<file path="src/rtl/acc_core_pkg.sv">
package acc_core_pkg;

  localparam logic [3:0] OP_HALT  = 4'h0;
  localparam logic [3:0] OP_ADD   = 4'h1;
  localparam logic [3:0] OP_LOAD  = 4'h2;
  localparam logic [3:0] OP_STORE = 4'h3;
  localparam logic [3:0] OP_SUB   = 4'h4;
  localparam logic [3:0] OP_BRZ   = 4'h5;
  localparam logic [3:0] OP_BR    = 4'h6;

  typedef enum logic [1:0] {
    PH_FETCH   = 2'd0,
    PH_OPERAND = 2'd1,
    PH_EXEC    = 2'd2,
    PH_STOP    = 2'd3
  } phase_e;

  typedef struct packed {
    logic load;
    logic add;
    logic sub;
    logic store;
    logic brz;
    logic br;
    logic stop;
  } dec_t;

endpackage

</file>
<file path="src/rtl/acc_decode.sv">
module acc_decode
  import acc_core_pkg::*;
#(
  parameter int OPW = 4
) (
  input  logic [OPW-1:0] opcode,
  output dec_t           dec
);

  always_comb begin
    dec = '0;
    case (opcode)
      OP_LOAD:  dec.load  = 1'b1;
      OP_ADD:   dec.add   = 1'b1;
      OP_SUB:   dec.sub   = 1'b1;
      OP_STORE: dec.store = 1'b1;
      OP_BRZ:   dec.brz   = 1'b1;
      OP_BR:    dec.br    = 1'b1;
      default:  dec.stop  = 1'b1;  // halt and all undefined codes
    endcase
  end

endmodule

</file>
<file path="src/rtl/acc_datapath.sv">
module acc_datapath #(
  parameter int DW = 16
) (
  input  logic          clk,
  input  logic          rst_n,
  input  logic          exec_en,
  input  logic          do_load,
  input  logic          do_add,
  input  logic          do_sub,
  input  logic [DW-1:0] operand,
  output logic [DW-1:0] acc,
  output logic          zero_flag
);

  function automatic logic [DW-1:0] alu_result(
    input logic          ld,
    input logic          ad,
    input logic          sb,
    input logic [DW-1:0] a,
    input logic [DW-1:0] b
  );
    logic [DW-1:0] r;
    r = a;
    if (ld)      r = b;
    else if (ad) r = a + b;
    else if (sb) r = a - b;
    return r;
  endfunction

  logic [DW-1:0] result;
  logic          writes_acc;

  assign result     = alu_result(do_load, do_add, do_sub, acc, operand);
  assign writes_acc = exec_en & (do_load | do_add | do_sub);

  always_ff @(posedge clk or negedge rst_n) begin
    if (!rst_n) begin
      acc       <= '0;
      zero_flag <= 1'b0;
    end else if (writes_acc) begin
      acc       <= result;
      zero_flag <= (result == '0);
    end
  end

endmodule

</file>
<file path="src/rtl/acc_sequencer.sv">
module acc_sequencer
  import acc_core_pkg::*;
#(
  parameter int AW = 12,
  parameter int DW = 16
) (
  input  logic          clk,
  input  logic          rst_n,
  input  logic [DW-1:0] rdata,
  input  logic          is_br,
  input  logic          is_brz,
  input  logic          is_stop,
  input  logic          zero_flag,
  output phase_e        phase,
  output logic [AW-1:0] pc,
  output logic [DW-1:0] ir,
  output logic          halted,
  output logic          branch_evt,
  output logic          stop_evt
);

  logic exec_now;

  assign exec_now   = (phase == PH_EXEC);
  assign branch_evt = exec_now & (is_br | (is_brz & zero_flag));
  assign stop_evt   = exec_now & is_stop;

  always_ff @(posedge clk or negedge rst_n) begin
    if (!rst_n) begin
      phase  <= PH_FETCH;
      pc     <= '0;
      ir     <= '0;
      halted <= 1'b0;
    end else begin
      case (phase)
        PH_FETCH:   phase <= PH_OPERAND;
        PH_OPERAND: begin
          ir    <= rdata;
          phase <= PH_EXEC;
        end
        PH_EXEC: begin
          if (stop_evt) begin
            halted <= 1'b1;
            phase  <= PH_STOP;
          end else begin
            phase <= PH_FETCH;
            pc    <= branch_evt ? ir[AW-1:0] : pc + 1'b1;
          end
        end
        default: phase <= PH_STOP;
      endcase
    end
  end

endmodule

</file>
<file path="src/rtl/acc_core.sv">
module acc_core
  import acc_core_pkg::*;
#(
  parameter int AW = 12,
  parameter int DW = 16
) (
  input  logic          clk,
  input  logic          rst_n,
  output logic [AW-1:0] mem_addr,
  output logic [DW-1:0] mem_wdata,
  output logic          mem_we,
  input  logic [DW-1:0] mem_rdata,
  output logic          halted
);

  localparam int OPW = DW - AW;

  phase_e        phase;
  logic [AW-1:0] pc;
  logic [DW-1:0] ir;
  logic [AW-1:0] ir_addr;
  dec_t          dec;
  logic [DW-1:0] acc;
  logic          zero_flag;
  logic          exec_phase;
  logic          branch_evt;
  logic          stop_evt;

  assign ir_addr    = ir[AW-1:0];
  assign exec_phase = (phase == PH_EXEC);

  acc_decode #(.OPW(OPW)) u_dec (
    .opcode (ir[DW-1:AW]),
    .dec    (dec)
  );

  acc_sequencer #(.AW(AW), .DW(DW)) u_seq (
    .clk        (clk),
    .rst_n      (rst_n),
    .rdata      (mem_rdata),
    .is_br      (dec.br),
    .is_brz     (dec.brz),
    .is_stop    (dec.stop),
    .zero_flag  (zero_flag),
    .phase      (phase),
    .pc         (pc),
    .ir         (ir),
    .halted     (halted),
    .branch_evt (branch_evt),
    .stop_evt   (stop_evt)
  );

  acc_datapath #(.DW(DW)) u_dp (
    .clk       (clk),
    .rst_n     (rst_n),
    .exec_en   (exec_phase),
    .do_load   (dec.load),
    .do_add    (dec.add),
    .do_sub    (dec.sub),
    .operand   (mem_rdata),
    .acc       (acc),
    .zero_flag (zero_flag)
  );

  always_comb begin
    case (phase)
      PH_OPERAND: mem_addr = mem_rdata[AW-1:0];
      PH_EXEC:    mem_addr = ir_addr;
      default:    mem_addr = pc;
    endcase
  end

  assign mem_we    = exec_phase & dec.store;
  assign mem_wdata = acc;

endmodule

</file>
<file path="config.mk">
export PLATFORM = sky130hd
export DESIGN_NAME = acc_core
export DESIGN_NICKNAME = d
export VERILOG_FILES = /design/src/rtl/acc_core_pkg.sv /design/src/rtl/acc_decode.sv /design/src/rtl/acc_datapath.sv /design/src/rtl/acc_sequencer.sv /design/src/rtl/acc_core.sv
export SDC_FILE = /design/constraint.sdc
export NUM_CORES = 1
export LEC_CHECK = 0
export ABC_AREA = 1
export BUFFER_PORTS_ARGS = -buffer_cell sky130_fd_sc_hd__buf_2
export CAP_MARGIN = 5
export CORE_MARGIN = 3
export CORE_UTILIZATION = 30
export DETAILED_ROUTE_END_ITERATION = 8
export GPL_ROUTABILITY_DRIVEN = 0
export PLACE_DENSITY_LB_ADDON = 0.15
export SETUP_SLACK_MARGIN = 0.05
export SLEW_MARGIN = 20
export SYNTH_ARGS = -nofsm -noshare
export SYNTH_HDL_FRONTEND = slang
export SYNTH_SLANG_ARGS = --single-unit
</file>
<file path="constraint.sdc">
create_clock -name clk -period 2.3 [get_ports clk]
set_input_delay 0.23 -clock clk [delete_from_list [all_inputs] [get_ports clk]]
set_output_delay 0.23 -clock clk [all_outputs]
set_load 0.02 [all_outputs]
</file>
**Yosys cells after proc, flatten, opt, wreduce, memory -nomap -nowiden**

Index checks and enable logic that the tools add are counted.

- Output and inout port bits: 30
- Flip-flop bits (word level): 48
- Input bits: 18
- Logic and storage cells: 45

- Muxes and demuxes: 14
- Reductions and logical operators: 5
- Equal/unequal tests: 8
- Add/sub/neg operators: 3
- Bitwise gates (word level): 9

Operators by type and width:

| cell | number |
|---|---|
| $mux W16 | 3 |
| $pmux W12 S2 | 1 |
| $add A16 B16 Y16 | 1 |
| $logic_not A16 Y1 | 1 |
| $sub A16 B16 Y16 | 1 |
| $add A12 B1 Y12 const B | 1 |
| $eq A4 B3 Y1 const B | 3 |
| $mux W12 | 1 |
| $eq A4 B2 Y1 const B | 2 |
| $mux W1 | 7 |
| $pmux W2 S3 | 1 |
| $reduce_or A6 Y1 | 1 |
| $and A1 B1 Y1 | 5 |
| $eq A4 B1 Y1 const B | 1 |
| $reduce_and A2 Y1 | 2 |
| $or A1 B1 Y1 | 3 |
| $eq A2 B1 Y1 const B | 1 |
| $eq A2 B2 Y1 const B | 1 |
| $logic_not A2 Y1 | 1 |
| $mux W2 | 1 |
| $not A1 Y1 | 1 |

**Longest topological paths before layout**

- Word-level depth: 6
- Gate-level depth with buffers: 20
- Mapped depth without buffers: 19

**Modules after synthesis**

Synthesis repeated with hierarchy kept, for this count alone.

- Cells, all modules: 881
- Area total of the unflattened synthesis: 5,111.2 um^2

By module, submodules not included:

| module | times used | area each (um^2) | cells each | sequential area each (um^2) |
|---|---|---|---|---|
| acc_datapath | 1 | 3,135.5 | 575 | 425.4 |
| acc_sequencer | 1 | 1,549.0 | 204 | 775.7 |
| acc_core | 1 | 349.1 | 83 | 0.0 |
| acc_decode | 1 | 77.6 | 19 | 0.0 |

**Worst setup path after synthesis**

OpenSTA, ideal clock, no wires.

- Path type: reg2reg
- Start point: reg u_dp.acc[0]
- End point: reg u_dp.acc[10]
- Data arrival time: 2.169 ns
- Period minus slack after synthesis: 2.294 ns
- Setup time: 0.125 ns
- Cell stages (with the launch flop): 17
- Buffers on the path: 0
- Required time: 2.175 ns
- Setup slack: 0.006 ns
- Path through: dfrtp_1 > inv_1 > ha_1 > fa_1 > inv_1 > nand2_1 > nand2_1 > nand3_1 > nand2_1 > nand2_1 > nand3_1 > nand3_1 > nand2_1 > nand2_1 > nand2_1 > nand2_1 > mux2_2

- Cells in the longest elaborated chain, start to end: 4
- Elaborated cells between the ends (all ways): 5
- Those cells by class: 2 x add/sub; 3 x mux

Ends and longest elaborated chain:

| element | line | RTL |
|---|---|---|
| start: declaration | acc_datapath.sv:11 | `output logic [DW-1:0] acc,` |
| start signal: assignment | acc_datapath.sv:41 | `acc <= result;` |
| $sub A16 B16 Y16 | acc_datapath.sv:26 | `else if (sb) r = a - b;` |
| $mux W16 | acc_datapath.sv:26 |  |
| $mux W16 * | acc_datapath.sv:25 | `else if (ad) r = a + b;` |
| $mux W16 * | acc_datapath.sv:24 | `if (ld) r = b;` |

Mark *: on every way between the ends. The rest lies on a longest branch, timed or not.
A chain may end at the register's enable or synchronous reset.

**Final worst setup path**

- Start point: reg u_dp.acc[0]
- End point: reg u_dp.zero_flag

- Cells in the longest elaborated chain, start to end: 5
- Elaborated cells between the ends (all ways): 6
- Those cells by class: 2 x add/sub; 3 x mux; 1 x reduce/logical

Ends and longest elaborated chain:

| element | line | RTL |
|---|---|---|
| $sub A16 B16 Y16 | acc_datapath.sv:26 |  |
| $mux W16 | acc_datapath.sv:26 |  |
| $mux W16 * | acc_datapath.sv:25 |  |
| $mux W16 * | acc_datapath.sv:24 |  |
| $logic_not A16 Y1 * | acc_datapath.sv:42 | `zero_flag <= (result == '0);` |
| end signal: assignment | acc_datapath.sv:42 |  |
| end: declaration | acc_datapath.sv:12 | `output logic zero_flag` |

Marks and branches as above.

==> summary by stage <==
Status
The flow ran to the end, and the final reports show no timing, DRC or antenna violations.

Logic synthesis
Among all flip-flop cells after synthesis, the most frequent one is dfrtp_1. The fraction of synthesis flops using an asynchronous set or reset pin is 1.00. The synthesized design contains 48 register bits. The Yosys step of the flow raised 0 warnings. After synthesis, the netlist uses 43 different library cells. The number of nets produced by synthesis is 885.

The sequential share of the synthesized area is 0.243. Synthesis handed over a netlist of 829 instances. The cell area that synthesis handed to floorplanning was between 0.004 and 0.005 sq mm. Yosys mapped a number of flops with a built-in enable equal to 0. The mean area per synthesized cell is 5.97 sq um.

Critical path
The worst register-to-register path has a setup slack of 0.10 ns. The number of cells on the worst reg-to-reg path is 17. The critical path launch point is u_dp.acc[0]. The worst-path maximum fanout is 3.

The worst endpoint required time is 2.53 ns. The startpoint-to-endpoint class of the critical path is reg2reg. The startpoint of the worst-slack reg-to-reg timing path is u_dp.acc[0].

The data arrival time of the worst path is 2.43 ns. The critical path launch point type is a flip-flop. STA classifies the critical path endpoint as a flip-flop. The termination of the worst setup path is u_dp.zero_flag. The capturing point of the worst reg2reg path is u_dp.zero_flag.

Routing
For this run, the detailed router's first-pass iteration total came to 5. The final routed wire length divided by cell count is 14.2 um. Detailed routing placed a total of 543 um of wire on met3. The detailed router placed 5235 vias in this run. For this run, design rule violations remaining after detail routing come to 0.

The number of nets still failing antenna checks after routing is 0. Detailed routing placed a total of 7580 um of wire on met2. The final wirelength is 16000 um. The routed length on met1 is 7740 um. In this run the top signal layer used is met4. After the first detailed-routing iteration, the DRC count stood at 313. The ratio of routed vias to standard cells is about 4.6.

Clocking
TritonCTS built the clock tree. The later-pin clock latency in the skew report is 0.29 ns. CTS built an H-tree with a depth of 2. Clock tree synthesis found a total of 48 sinks. In this run the clock root is driven by a clkbuf_16. After clock tree synthesis, the clock-pin slew on the worst setup and hold paths is 0.07 ns. The deepest clock path buffer count is 2. TritonCTS created 5 clock buffers.

Finish
For this run, the share of the core covered by cells in the final layout is 0.390. The area growth from synthesis to final layout is 26.1%. Once layout is done, the placed cells without fillers occupy 0.00624 sq mm.

The library cell used most frequently in the layout, excluding fill and tap cells, is nand2_1. The number of inserted diodes is 0. The count of cells in the finished layout, fillers not included, comes to approximately 1100.

The final net count is 969. The final-layout fill cell count is 1807. Of the cells placed in the final design, the portion with a size suffix greater than 1 is 0.190. Leaving out fill and tap cells, the most frequent cells in the layout are 262 x nand2_1, 128 x inv_1, 77 x o21ai_0, 66 x nor2_1, 63 x nand3_1.

STA
The shortest period the worst path allows is 2.20 ns. In this run the tightest slew margin relative to its limit is 0.698. The tightest hold path in the finished design has a slack of 0.199 ns. The setup clock skew after layout is 0.00490 ns. Of the available clock period, the critical path in the final layout requires 0.954. Setup repair after global routing could not meet its margin everywhere. The maximum clock rate is 0.456 GHz. The slew at the pin closest to its max-slew limit is 0.450 ns. Setup total negative slack on the finished layout was measured at 0 ns.

The number of hold violations in the final report is 0. The number of failing setup endpoints in the final timing report is 0. The final worst-path setup slack is 0.105 ns.

The number of pins with negative max-slew slack in the final report is 0.

Placement
Summing all placed instances gives a cell area of between 0.005 and 0.006 sq mm. In this run, placement finished with an instance count of 1117. The pre-CTS setup slack is -0.0606 ns. Input and output buffers added on the ports amount to 47. The sum of net half-perimeters after detailed placement is 12800 um.

Power
Power comes to 9.20 mW. Of the total power, combinational logic draws 0.736. The worst-case vdd ir drop is between 0.0005 and 0.0006 V. The net load switching power is ~4.9 mW.

The power share of the sequential group is 0.173. The switching share of total power is 0.534. The internal portion of the total power is around 4.3 mW. Summed over all cells, the static leakage comes to between 3 and 4 nW. The proportion of power drawn by the clock network is 0.091.

Power spread over the standard cell area amounts to 1470 mW/mm^2.

Floorplan
In this run the vertical extent of the chip is 134 um. The floorplan has 46 rows. The core area is ~0.016 sq mm. 48 I/O pins were placed. The die covers 0.0181 sq mm.

The die boundary width is 134 um. For this configuration, the core starts out at a cell density of 0.309.

Worst hold path
The hold path startpoint is mem_rdata[14]. The class of the tightest hold or removal check is in2reg.

Global routing
The global route total overflow is 0. The pin count of the biggest net entering global routing is slightly below 50. The first global-routing pass estimated 26300 um of wire. The via count of the first global-routing pass is 5066. The number of antenna violations at the first check in global routing is 0. Across every metal layer, demand over resource in global routing totals 0.180.

Job
Across the run, the number of max-cap violations was 0.
==> critical path, cell delays in order, from the launching register on <==
cell and delay, ns:
dfrtp_2 0.41, inv_2 0.07, ha_4 0.15, fa_2 0.34, inv_2 0.08, nand2_4 0.05
nand2_4 0.09, buf_4 0.10, nand4_1 0.11, nand4_1 0.11, nand3_1 0.09, nand2_1 0.07
nand3_1 0.06, nand2_1 0.08, nand2_1 0.07, nor2_1 0.12, nand3_1 0.09, nand2_1 0.06
==> area by class of cell <==
cell class                      count  area, sq um  area share
Timing Repair Buffer              104          711       0.114
Sequential cell                    48         1200       0.193
Clock buffer                        6          129      0.0207
Clock inverter                      2         35.0     0.00562
Multi-Input combinational cell    616         3370       0.540
Tap cell                          216          270      0.0433
Inverter                          138          522      0.0836
==> cell families after synthesis <==
logic type,after synthesis,share of synthesized area
DFF,48,0.243
xor gates and xnor gates,6,0.0106
AOI/OAI and AO/OA,127,0.135
and+or+nand+nor,444,0.377
buffers and inverters,165,0.133
adders and majority gates,38,0.0991
muxes,1,0.00228
==> synthesized netlist by cell type, types with 2 or more instances <==
cell | count | area share
buf_2 | 7 | 0.0071
nand2_1 | 270 | 0.20
nand4_1 | 12 | 0.015
xor2_1 | 5 | 0.0089
o21ai_0 | 81 | 0.082
nand3_1 | 67 | 0.068
inv_2 | 5 | 0.0038
o211ai_1 | 3 | 0.0046
nor3_1 | 6 | 0.0061
ha_1 | 36 | 0.091
and2_1 | 3 | 0.0038
o21ai_1 | 2 | 0.0020
buf_4 | 6 | 0.0091
nor2_1 | 71 | 0.054
inv_1 | 132 | 0.10
dfrtp_1 | 48 | 0.24
nand3b_1 | 2 | 0.0030
fa_1 | 2 | 0.0081
clkbuf_1 | 11 | 0.0083
o21bai_1 | 3 | 0.0046
a21oi_1 | 31 | 0.031
nor2_2 | 4 | 0.0051
nand2_2 | 2 | 0.0025
==> worst min-delay path by stage <==
stage                endpoint  slack [ns]  cells past startpoint
3_3_place_gp   u_seq.phase[0]        0.25                      2
3_5_place_dp     u_seq.halted        0.24                      2
6_report         u_seq.ir[14]        0.20                      3
5_1_grt          u_seq.ir[14]        0.22                      3
2_1_floorplan     u_dp.acc[0]       -0.07                      0
4_1_cts          u_seq.ir[14]        0.20                      3
==> sequential cells by signal (all words and copies together), names as in the netlist <==
signal,cells
u_seq.pc,12
u_dp.acc,16
u_dp.zero_flag,1
u_seq.halted,1
u_seq.ir,16
u_seq.phase,2
==> power by group through the flow <==
| stage | Combinational (mW) | Clock, mW | Sequential [mW] |
|---|---|---|---|
| 2_1_floorplan | 4.06 | 0 | 1.72 |
| 3_3_place_gp | 6.32 | 0 | 1.54 |
| 3_5_place_dp | 6.29 | 0 | 1.54 |
| 4_1_cts | 6.40 | 0.871 | 1.54 |
| 5_1_grt | 7.69 | 0.896 | 1.65 |
| 6_report | 6.77 | 0.841 | 1.59 |
==> layer usage <==
metal | global-route usage | vias to the layer above
met5 | 0 | -
met4 | 0.0317 | 0
met3 | 0.0165 | 8
met2 | 0.299 | 94
met1 | 0.259 | 2357
li1 | - | 2776
==> repair_timing <==
item / in CTS / in global routing
endpoints found under the hold margin: 48 / 0
hold buffers: 1 / 0
buffers inserted: 1 / 3
gates resized for setup: 19 / 48
endpoints found under the setup margin: 3 / 20
pin swaps: 7 / 12
Power figures use the tool's default switching activity.
